--- config.mk ---
export PLATFORM = sky130hd
export DESIGN_NAME = nand_rb_monitor
export DESIGN_NICKNAME = d
export VERILOG_FILES = /design/src/rtl/nrb_pkg.sv /design/src/rtl/nrb_sync.sv /design/src/rtl/nrb_blank_timer.sv /design/src/rtl/nand_rb_monitor.sv
export SDC_FILE = /design/constraint.sdc
export NUM_CORES = 1
export LEC_CHECK = 0
export BUFFER_PORTS_ARGS = -buffer_cell sky130_fd_sc_hd__buf_2
export CORE_MARGIN = 2
export CORE_UTILIZATION = 45
export CTS_CLUSTER_SIZE = 16
export DETAILED_ROUTE_END_ITERATION = 8
export MAX_ROUTING_LAYER = met4
export PLACE_DENSITY = 0.64
export RECOVER_POWER = 50
export SETUP_SLACK_MARGIN = 0.1
export SYNTH_ARGS = -nofsm -noshare
export SYNTH_HDL_FRONTEND = slang
export SYNTH_SLANG_ARGS = --single-unit
--- constraint.sdc ---
create_clock -name clk -period 2.35 [get_ports clk]
set_clock_uncertainty 0.1 [all_clocks]
set_input_delay 0.235 -clock clk [delete_from_list [all_inputs] [get_ports clk]]
set_output_delay 0.235 -clock clk [all_outputs]
set_load 0.01 [all_outputs]
--- src/rtl/nrb_pkg.sv ---
package nrb_pkg;

    typedef enum logic [2:0] {
        ST_IDLE    = 3'd0,
        ST_BLANK   = 3'd1,
        ST_SAMPLE  = 3'd2,
        ST_CONFIRM = 3'd3,
        ST_DONE    = 3'd4
    } nrb_state_e;

endpackage

--- src/rtl/nrb_sync.sv ---
module nrb_sync #(
    parameter int STAGES = 2
) (
    input  logic clk,
    input  logic rst_n,
    input  logic async_i,
    output logic sync_o
);

    logic [STAGES-1:0] chain_q;

    generate
        if (STAGES == 1) begin : g_single
            always_ff @(posedge clk or negedge rst_n) begin
                if (!rst_n) chain_q <= '0;
                else        chain_q <= async_i;
            end
        end else begin : g_multi
            always_ff @(posedge clk or negedge rst_n) begin
                if (!rst_n) chain_q <= '0;
                else        chain_q <= {chain_q[STAGES-2:0], async_i};
            end
        end
    endgenerate

    assign sync_o = chain_q[STAGES-1];

endmodule

--- src/rtl/nrb_blank_timer.sv ---
module nrb_blank_timer #(
    parameter int SCALE_W    = 4,
    parameter int BASE_SHORT = 8,
    parameter int BASE_LONG  = 16,
    parameter int OFFSET     = 2,
    localparam int MAX_SPAN  = BASE_LONG * (OFFSET + (1 << SCALE_W) - 1),
    localparam int CNT_W     = $clog2(MAX_SPAN + 1)
) (
    input  logic               clk,
    input  logic               rst_n,
    input  logic               load_i,
    input  logic               relaxed_i,
    input  logic [SCALE_W-1:0] scale_i,
    output logic               expired_o
);

    logic [CNT_W-1:0] remain_q;
    logic [CNT_W-1:0] load_val;
    int               span;

    always_comb begin
        span     = (relaxed_i ? BASE_LONG : BASE_SHORT) * (OFFSET + int'(scale_i));
        load_val = CNT_W'(span - 1);
    end

    always_ff @(posedge clk or negedge rst_n) begin
        if (!rst_n)               remain_q <= '0;
        else if (load_i)          remain_q <= load_val;
        else if (remain_q != '0)  remain_q <= remain_q - 1'b1;
    end

    assign expired_o = (remain_q == '0);

endmodule

--- src/rtl/nand_rb_monitor.sv ---
module nand_rb_monitor #(
    parameter int SCALE_W     = 4,
    parameter int BASE_SHORT  = 8,
    parameter int BASE_LONG   = 16,
    parameter int OFFSET      = 2,
    parameter int SYNC_STAGES = 2
) (
    input  logic               clk,
    input  logic               rst_n,
    input  logic               start_i,
    input  logic               relaxed_i,
    input  logic [SCALE_W-1:0] scale_i,
    input  logic               rb_pin_i,
    output logic               busy_o,
    output logic               ready_o
);
    import nrb_pkg::*;

    nrb_state_e state_q, state_d;
    logic       rb_clean;
    logic       blank_done;

    nrb_sync #(.STAGES(SYNC_STAGES)) u_sync (
        .clk     (clk),
        .rst_n   (rst_n),
        .async_i (rb_pin_i),
        .sync_o  (rb_clean)
    );

    nrb_blank_timer #(
        .SCALE_W    (SCALE_W),
        .BASE_SHORT (BASE_SHORT),
        .BASE_LONG  (BASE_LONG),
        .OFFSET     (OFFSET)
    ) u_timer (
        .clk       (clk),
        .rst_n     (rst_n),
        .load_i    (start_i),
        .relaxed_i (relaxed_i),
        .scale_i   (scale_i),
        .expired_o (blank_done)
    );

    always_comb begin
        state_d = state_q;
        if (start_i) begin
            state_d = ST_BLANK;
        end else begin
            unique case (state_q)
                ST_IDLE:    state_d = ST_IDLE;
                ST_BLANK:   if (blank_done) state_d = ST_SAMPLE;
                ST_SAMPLE:  if (rb_clean)   state_d = ST_CONFIRM;
                ST_CONFIRM: state_d = rb_clean ? ST_DONE : ST_SAMPLE;
                ST_DONE:    state_d = ST_IDLE;
                default:    state_d = ST_IDLE;
            endcase
        end
    end

    always_ff @(posedge clk or negedge rst_n) begin
        if (!rst_n) state_q <= ST_IDLE;
        else        state_q <= state_d;
    end

    always_comb begin
        busy_o  = 1'b0;
        ready_o = 1'b0;
        unique case (state_q)
            ST_IDLE:    ;
            ST_BLANK,
            ST_SAMPLE,
            ST_CONFIRM: busy_o  = 1'b1;
            ST_DONE:    ready_o = 1'b1;
            default:    ;
        endcase
    end

endmodule

==> results of run 1 <==
repair_timing:
| action | 4_1_cts | 5_1_grt |
|---|---|---|
| endpoints found under the setup margin | 2 | 2 |
| pin swaps | 2 | 1 |
| cloned | 0 | 0 |
| endpoints found under the hold margin | 15 | 0 |
| hold buffers | 2 | 0 |
| buffers inserted | 1 | 0 |
| gates resized for setup | 9 | 5 |
metrics by stage:
step / setup TNS (ns) / cells / hold slack [ns] / power [mW] / util
finish: -0.123 / 157 / 0.169 / 0.794 / 0.615
global placement: -0.774 / 150 / 0.0487 / 0.557 / 0.548
detailed placement: -0.865 / 150 / 0.0475 / 0.566 / 0.548
CTS: -0.194 / 157 / 0.167 / 0.789 / 0.597
floorplan: -0.100 / 107 / -0.161 / 0.496 / -
global route: -0.223 / 157 / 0.186 / 0.852 / 0.615
layout make-up:
cell class                 count  share of cell area
timing repair buffer          21               0.117
inverter                      12              0.0337
multi-input combinational     78               0.533
clock buffer                   4              0.0272
sequential                    14               0.262
tap                           28              0.0262
worst paths after layout:
kind                                                       from                               to  slack (ns)  cells after the start
worst min register to register      u_sync.chain_q[0]$_DFF_PN0_      u_sync.chain_q[1]$_DFF_PN0_        0.26                      0
max in group asynchronous                                 rst_n  u_timer.remain_q[7]$_DFFE_PN0P_        1.25                      2
worst max-delay path                                 scale_i[1]  u_timer.remain_q[8]$_DFFE_PN0P_       -0.07                     11
min in group asynchronous                                 rst_n  u_timer.remain_q[1]$_DFFE_PN0P_        0.43                      2
worst min-delay path                                    start_i           state_q[1]$_DFFE_PN0P_        0.17                      2
worst max register to register  u_timer.remain_q[0]$_DFFE_PN0P_           state_q[0]$_DFFE_PN0P_        0.41                      6
worst reg2reg max path, stage by stage (launching register included):
cell and delay, ns:
sky130_fd_sc_hd__dfrtp_1 0.38, sky130_fd_sc_hd__inv_1 0.08, sky130_fd_sc_hd__ha_1 0.21, sky130_fd_sc_hd__nor3b_2 0.16, sky130_fd_sc_hd__and4bb_1 0.31, sky130_fd_sc_hd__or4b_1 0.50, sky130_fd_sc_hd__o311ai_1 0.10
flip-flops by register name (all words and copies together) (netlist names):
register	flops
state_q	3
u_sync.chain_q	2
u_timer.remain_q	9
per-layer routing:
metal	vias up	part of all wire
met1	393	0.45
met3	2	0.025
met4	0	0.0032
met5	-	0
met2	9	0.52
li1	409	-
cells in the mapped netlist (2+ instances only):
cell type | n | area (µm²)
sky130_fd_sc_hd__nand2_1 | 10 | 37.5
sky130_fd_sc_hd__conb_1 | 2 | 7.51
sky130_fd_sc_hd__ha_1 | 8 | 100
sky130_fd_sc_hd__o31ai_1 | 2 | 15.0
sky130_fd_sc_hd__clkbuf_1 | 2 | 7.51
sky130_fd_sc_hd__mux2_2 | 2 | 22.5
sky130_fd_sc_hd__xor2_1 | 2 | 17.5
sky130_fd_sc_hd__a21oi_1 | 2 | 10.0
sky130_fd_sc_hd__o21ai_0 | 2 | 10.0
sky130_fd_sc_hd__nor2_1 | 9 | 33.8
sky130_fd_sc_hd__inv_1 | 11 | 41.3
sky130_fd_sc_hd__and2_1 | 2 | 12.5
sky130_fd_sc_hd__fa_1 | 3 | 60.1
sky130_fd_sc_hd__xnor2_1 | 6 | 52.6
sky130_fd_sc_hd__dfrtp_1 | 14 | 350
sky130_fd_sc_hd__nand3_1 | 2 | 10.0
sky130_fd_sc_hd__mux2i_1 | 3 | 30.0
sky130_fd_sc_hd__a31oi_1 | 4 | 25.0
sky130_fd_sc_hd__nor3_1 | 4 | 20.0
power groups by stage:
stage	Sequential, mW	Clock, mW	Combinational (mW)
after floorplan	0.301	0	0.195
after global placement	0.309	0	0.248
after detailed placement	0.310	0	0.256
after CTS	0.305	0.175	0.308
after global routing	0.310	0.186	0.356
final	0.305	0.168	0.320
cells by family after synthesis:
family | after synthesis | share of synthesized area
and+or+nand+nor | 35 | 0.178
AOI/OAI and AO/OA | 16 | 0.109
buffers and inverters | 15 | 0.0626
DFF | 14 | 0.344
adders and majority gates | 11 | 0.157
xor gates and xnor gates | 9 | 0.0908
muxes | 5 | 0.0515
other | 2 | 0.00736
==> run summary, run 1 <==
• **outcome** finished, violations left
• **violated checks** negative setup slack
• **DP Wirelength** 1.44 mm
• **Critical Path Start Type** input pin
• **TritonCTS clock tree** built
• **overflow left after global routing** 0
• **number of hold violations in the final report** 0
• **proportion of layout cells with a drive suffix above 1** 0.295
• **gr usage total** 0.167
• **count of flip-flops with a built-in enable after synthesis** 0
• **number of global-route vias before repair** 798
• **ordered cell list for the critical path** buf_8 > ha_4 > xor2_2 > and2_4 > ha_4 > fa_1 > ha_4 > ha_4 > a31oi_4 > xnor3_1 > mux2i_1
• **crit path time final** 2.42 ns
• **initial antenna violation count** 0
• **first-pass GRT wire length** 3.24 mm
• **horizontal die dimension** 51.6 µm
• **crit path DAT** 2.52 ns
• **Placement Cell Area** 0.00119 mm²
• **CP endpoint kind** flip-flop
• **cell area after layout** 0.00134 mm²
• **worst slew margin relative to its limit** 0.502
• **number of flip-flops and latches in the synthesized netlist** 14
• **WP data required** 2.45 ns
• **area taken by flip-flops and latches** 350 µm²
• **max-slew violation total from the final report** 0
• **final wirelength** 1.88 mm
• **core area** 0.00217 mm²
• **sequential area share after synthesis** 0.344
• **Residual DRC** 0
• **power share of the sequential group** 0.385
• **post-route fraction of the period consumed by the critical path** 1.03
• **DR pass1 iterations** 2
• **TritonCTS buffer count** 3
• **die height** 51.6 µm
• **H-tree levels** 1
• **I/O pins** 11
• **Internal Dissipation** 558 µW
• **I/O Buffers** 10
• **Setup Viol. Count Final** 2
• **fill cell instance count of the final layout** 191
• **Starting DRT DRC Count** 9
• **pin count of the biggest net entering global routing** 15
• **syn_area_per_cell** 9.53 µm²
• **vias post-DR** 813
• **Syn. warnings** 0
• **Net count, final** 150
• **fraction of met3 tracks used by global routing** 0.0259
• **routed wire length per instance** 12.0 µm
• **cell with the most instances on the worst path** sky130_fd_sc_hd__ha_4
• **clock network power share** 0.212
• **proportion of total power due to net switching** 0.297
• **Most used DFF post-synth** sky130_fd_sc_hd__dfrtp_1
• **root buffer cell** sky130_fd_sc_hd__clkbuf_4
• **Setup Crit Path Kind** input pin to flip-flop
• **Antenna diodes** 0
• **synthesized instance count** 107
• **average via count per standard cell** 5.18
• **standard-cell rows** 17
• **most common cell after layout, fill and taps aside** sky130_fd_sc_hd__dfrtp_1
• **number of buffers and inverters on the critical path** 1
• **fmax** 413 MHz
• **worst-path fanout max** 3
• **slowest stage cell, crit path** sky130_fd_sc_hd__fa_1
• **DP Worst Slack** -0.463 ns
• **highest-utilization routing layer at the global route stage** met2
• **worst-skew pair later-pin latency** 0.27 ns
• **remaining antenna violation count** 0
• **area of the mapped netlist** 0.00102 mm²
• **Initial Util** 0.470
• **number of nets produced by synthesis** 127
• **maximum single-stage delay on the critical path** 0.44 ns
• **top library cells by usage in the layout, fill and taps aside** sky130_fd_sc_hd__dfrtp_1 (14), sky130_fd_sc_hd__inv_1 (11), sky130_fd_sc_hd__nand2_1 (10)
• **Layout area overhead** 30.9%
• **RSZ-0062 raised after global routing** true
• **total leakage power** 0.604 nW
• **power density over the cells** 595 mW/mm²
• **Tightest Pin Transition** 0.747 ns
• **final weighted congestion in routability-driven placement** 0.739
• **smallest setup slack after layout** -0.0689 ns
• **fraction of registers with async set or reset after synthesis** 1.00
• **Switch Pwr** 236 µW
• **Comb power frac** 0.403
• **CTS max path bufs** 2
• **Num Clock Sinks** 14
• **worst ir drop on vdd** 0.391 mV
• **area used by multi-input combinational logic** 712 µm²
• **category of cells accounting for the largest share of critical-path delay** adder cells
• **die area** 0.00266 mm²
• **path class of the lowest-slack min-delay path** input pin to flip-flop
• **clock input transition at the sequential cells of the worst setup and hold paths** 0.08 ns
• **GRT met2 Usage** 0.288
• **number of max-cap violations** 0
• **Yosys cell types** 36
• **met1 track demand over resource in global routing** 0.200
Note: power is estimated with default switching activity, not from simulation.
==> run 2: changes to the inputs <==
--- a/config.mk
+++ b/config.mk
@@ -6,12 +6,14 @@
 export NUM_CORES = 1
 export LEC_CHECK = 0
 export BUFFER_PORTS_ARGS = -buffer_cell sky130_fd_sc_hd__buf_2
+export CELL_PAD_IN_SITES_DETAIL_PLACEMENT = 1
+export CELL_PAD_IN_SITES_GLOBAL_PLACEMENT = 2
 export CORE_MARGIN = 2
-export CORE_UTILIZATION = 45
+export CORE_UTILIZATION = 36
 export CTS_CLUSTER_SIZE = 16
 export DETAILED_ROUTE_END_ITERATION = 8
 export MAX_ROUTING_LAYER = met4
-export PLACE_DENSITY = 0.64
+export PLACE_DENSITY = 0.78
 export RECOVER_POWER = 50
 export SETUP_SLACK_MARGIN = 0.1
 export SYNTH_ARGS = -nofsm -noshare
==> run 2 against run 1 <==
  * The flow still finishes with violations (negative setup slack)
  * Sequential share of layout area rose by 0.099 points
  * Core utilization is 13 points lower
  * Combinational power down 1%
  * Sequential power hardly changed
  * Global-route usage rose by 0.46 points
  * First-iteration DRC count rose by 120%
  * Non-clock buffer count did not move
  * Final area is 0.37% lower
  * Total power rose by 1.1%
  * Largest cell class unchanged
==> run summary, run 2 (synthesis results as in run 1) <==
• **Residual DRC** 0
• **root buffer cell** sky130_fd_sc_hd__clkbuf_4
• **TritonCTS buffer count** 3
• **Num Clock Sinks** 14
• **proportion of total power due to net switching** 0.310
• **DP Wirelength** 1.74 mm
• **worst slew margin relative to its limit** 0.484
• **overflow left after global routing** 0
• **worst ir drop on vdd** 0.388 mV
• **power density over the cells** 603 mW/mm²
• **number of buffers and inverters on the critical path** 1
• **horizontal die dimension** 57.2 µm
• **die height** 57.2 µm
• **violated checks** negative setup slack
• **Placement Cell Area** 0.00119 mm²
• **Initial Util** 0.373
• **Antenna diodes** 0
• **Most flops, register** u_timer.remain_q
• **routed wire length per instance** 14.4 µm
• **top library cells by usage in the layout, fill and taps aside** sky130_fd_sc_hd__dfrtp_1 (14), sky130_fd_sc_hd__inv_1 (11), sky130_fd_sc_hd__nand2_1 (10)
• **maximum single-stage delay on the critical path** 0.56 ns
• **accumulated negative setup slack** -0.116 ns
• **TritonCTS clock tree** built
• **start point of the worst hold path** start_i
• **worst-skew pair later-pin latency** 0.29 ns
• **Internal Dissipation** 553 µW
• **post-route fraction of the period consumed by the critical path** 1.03
• **CTS max path bufs** 2
• **H-tree levels** 1
• **WP data required** 2.47 ns
• **category of cells accounting for the largest share of critical-path delay** adder cells
• **proportion of layout cells with a drive suffix above 1** 0.295
• **max-slew violation total from the final report** 0
• **I/O Buffers** 10
• **Layout area overhead** 30.4%
• **average via count per standard cell** 5.05
• **DP Worst Slack** -0.492 ns
• **total leakage power** 0.605 nW
• **vias post-DR** 808
• **post-route total power** 802 µW
• **number of hold violations in the final report** 0
• **path class of the lowest-slack min-delay path** input pin to flip-flop
• **final wirelength** 2.30 mm
• **ordered cell list for the critical path** buf_8 > ha_4 > xor2_2 > and2_4 > ha_4 > fa_2 > ha_4 > xor2_1 > xnor2_1 > xnor3_1 > mux2i_1
• **Tightest Pin Transition** 0.775 ns
• **standard-cell rows** 19
• **core area** 0.00273 mm²
• **final weighted congestion in routability-driven placement** 0.721
• **worst reg-to-reg setup slack** 0.37 ns
• **pin count of the biggest net entering global routing** 15
• **cell with the most instances on the worst path** sky130_fd_sc_hd__ha_4
• **endpoint of the worst hold path** state_q[2]$_DFFE_PN0P_
• **Switch Pwr** 249 µW
• **power share of the sequential group** 0.378
• **most common cell after layout, fill and taps aside** sky130_fd_sc_hd__dfrtp_1
• **number of max-cap violations** 0
• **reg-to-reg startpoint** u_timer.remain_q[0]$_DFFE_PN0P_
• **worst reg-to-reg path cell count** 6
• **Critical Path Start Type** input pin
• **outcome** finished, violations left
• **initial antenna violation count** 0
• **terminus of the critical flop-to-flop path** state_q[0]$_DFFE_PN0P_
• **clock network power share** 0.229
• **DR pass1 iterations** 4
• **Setup Crit Path Kind** input pin to flip-flop
• **smallest setup slack after layout** -0.0608 ns
• **cell area after layout** 0.00133 mm²
• **Starting DRT DRC Count** 20
• **slowest stage cell, crit path** sky130_fd_sc_hd__fa_2
• **largest registers in the final layout** u_timer.remain_q x9, state_q x3, u_sync.chain_q x2
• **Setup Viol. Count Final** 2
• **gr usage total** 0.171
• **CP endpoint kind** flip-flop
• **crit path time final** 2.41 ns
• **Hold Path Cell Cnt** 2
• **remaining antenna violation count** 0
• **number of global-route vias before repair** 920
• **clock input transition at the sequential cells of the worst setup and hold paths** 0.10 ns
• **RSZ-0062 raised after global routing** true
• **first-pass GRT wire length** 4.19 mm
• **number of flip-flops in the largest register** 9
• **Net count, final** 150
• **Comb power frac** 0.394
• **die area** 0.00327 mm²
• **worst-path fanout max** 3
• **crit path DAT** 2.53 ns
• **fmax** 415 MHz
• **I/O pins** 11
• **final core area utilization** 0.486
run 2: final cells by class:
type,instances,area (µm²)
Tap cell,31,38.8
Multi-Input combinational cell,78,699
Sequential cell,14,350
Inverter,12,45.0
Timing Repair Buffer,21,160
Clock buffer,4,36.3
Fill cell,313,1400
run 2: how the worst max path moves through the flow:
stage                     startpoint                              end  slack [ns]  cells after the start
final                     scale_i[2]  u_timer.remain_q[8]$_DFFE_PN0P_       -0.06                     11
after global placement    scale_i[1]  u_timer.remain_q[8]$_DFFE_PN0P_       -0.43                     11
after global routing      scale_i[2]  u_timer.remain_q[8]$_DFFE_PN0P_       -0.12                     11
after detailed placement  scale_i[1]  u_timer.remain_q[8]$_DFFE_PN0P_       -0.49                     11
after CTS                 scale_i[2]  u_timer.remain_q[8]$_DFFE_PN0P_       -0.10                     11
after floorplan           scale_i[1]  u_timer.remain_q[8]$_DFFE_PN0P_       -0.10                      9
run 2: what timing repair did:
item                       in CTS  in global routing
hold buffers                    2                  0
resized for setup              10                  4
setup buffers                   1                  0
setup endpoints to repair       2                  2
pin swaps                       8                  8
hold endpoints to repair       15                  0
run 2: power by group through the flow:
stage          clock network [mW]  logic [mW]  registers (mW)
3_5_place_dp                    0       0.269           0.308
3_3_place_gp                    0       0.259           0.307
6_report                    0.184       0.316           0.303
2_1_floorplan                   0       0.195           0.301
5_1_grt                     0.201       0.353           0.309
4_1_cts                     0.193       0.286           0.303
run 2: per-layer routing:
layer	up-vias	GRT usage	part of all wire	wire, µm
met5	-	-	0	0
met4	0	0.0399	0.0061	14
li1	406	-	-	-
met1	386	0.212	0.45	1040
met3	2	0.0408	0.037	85
met2	14	0.284	0.51	1160
run 2: metrics by stage:
stage / cells / hold WS, ns
2_1_floorplan: 107 / -0.161
3_3_place_gp: 153 / 0.0554
3_5_place_dp: 153 / 0.0577
4_1_cts: 160 / 0.154
5_1_grt: 160 / 0.158
6_report: 160 / 0.170
run 2: worst register-to-register path: stages (launching register included):
cell	delay, ns
sky130_fd_sc_hd__dfrtp_1	0.40
sky130_fd_sc_hd__inv_1	0.09
sky130_fd_sc_hd__ha_1	0.20
sky130_fd_sc_hd__nor3b_2	0.16
sky130_fd_sc_hd__and4bb_1	0.32
sky130_fd_sc_hd__or4b_1	0.52
sky130_fd_sc_hd__o311ai_1	0.10
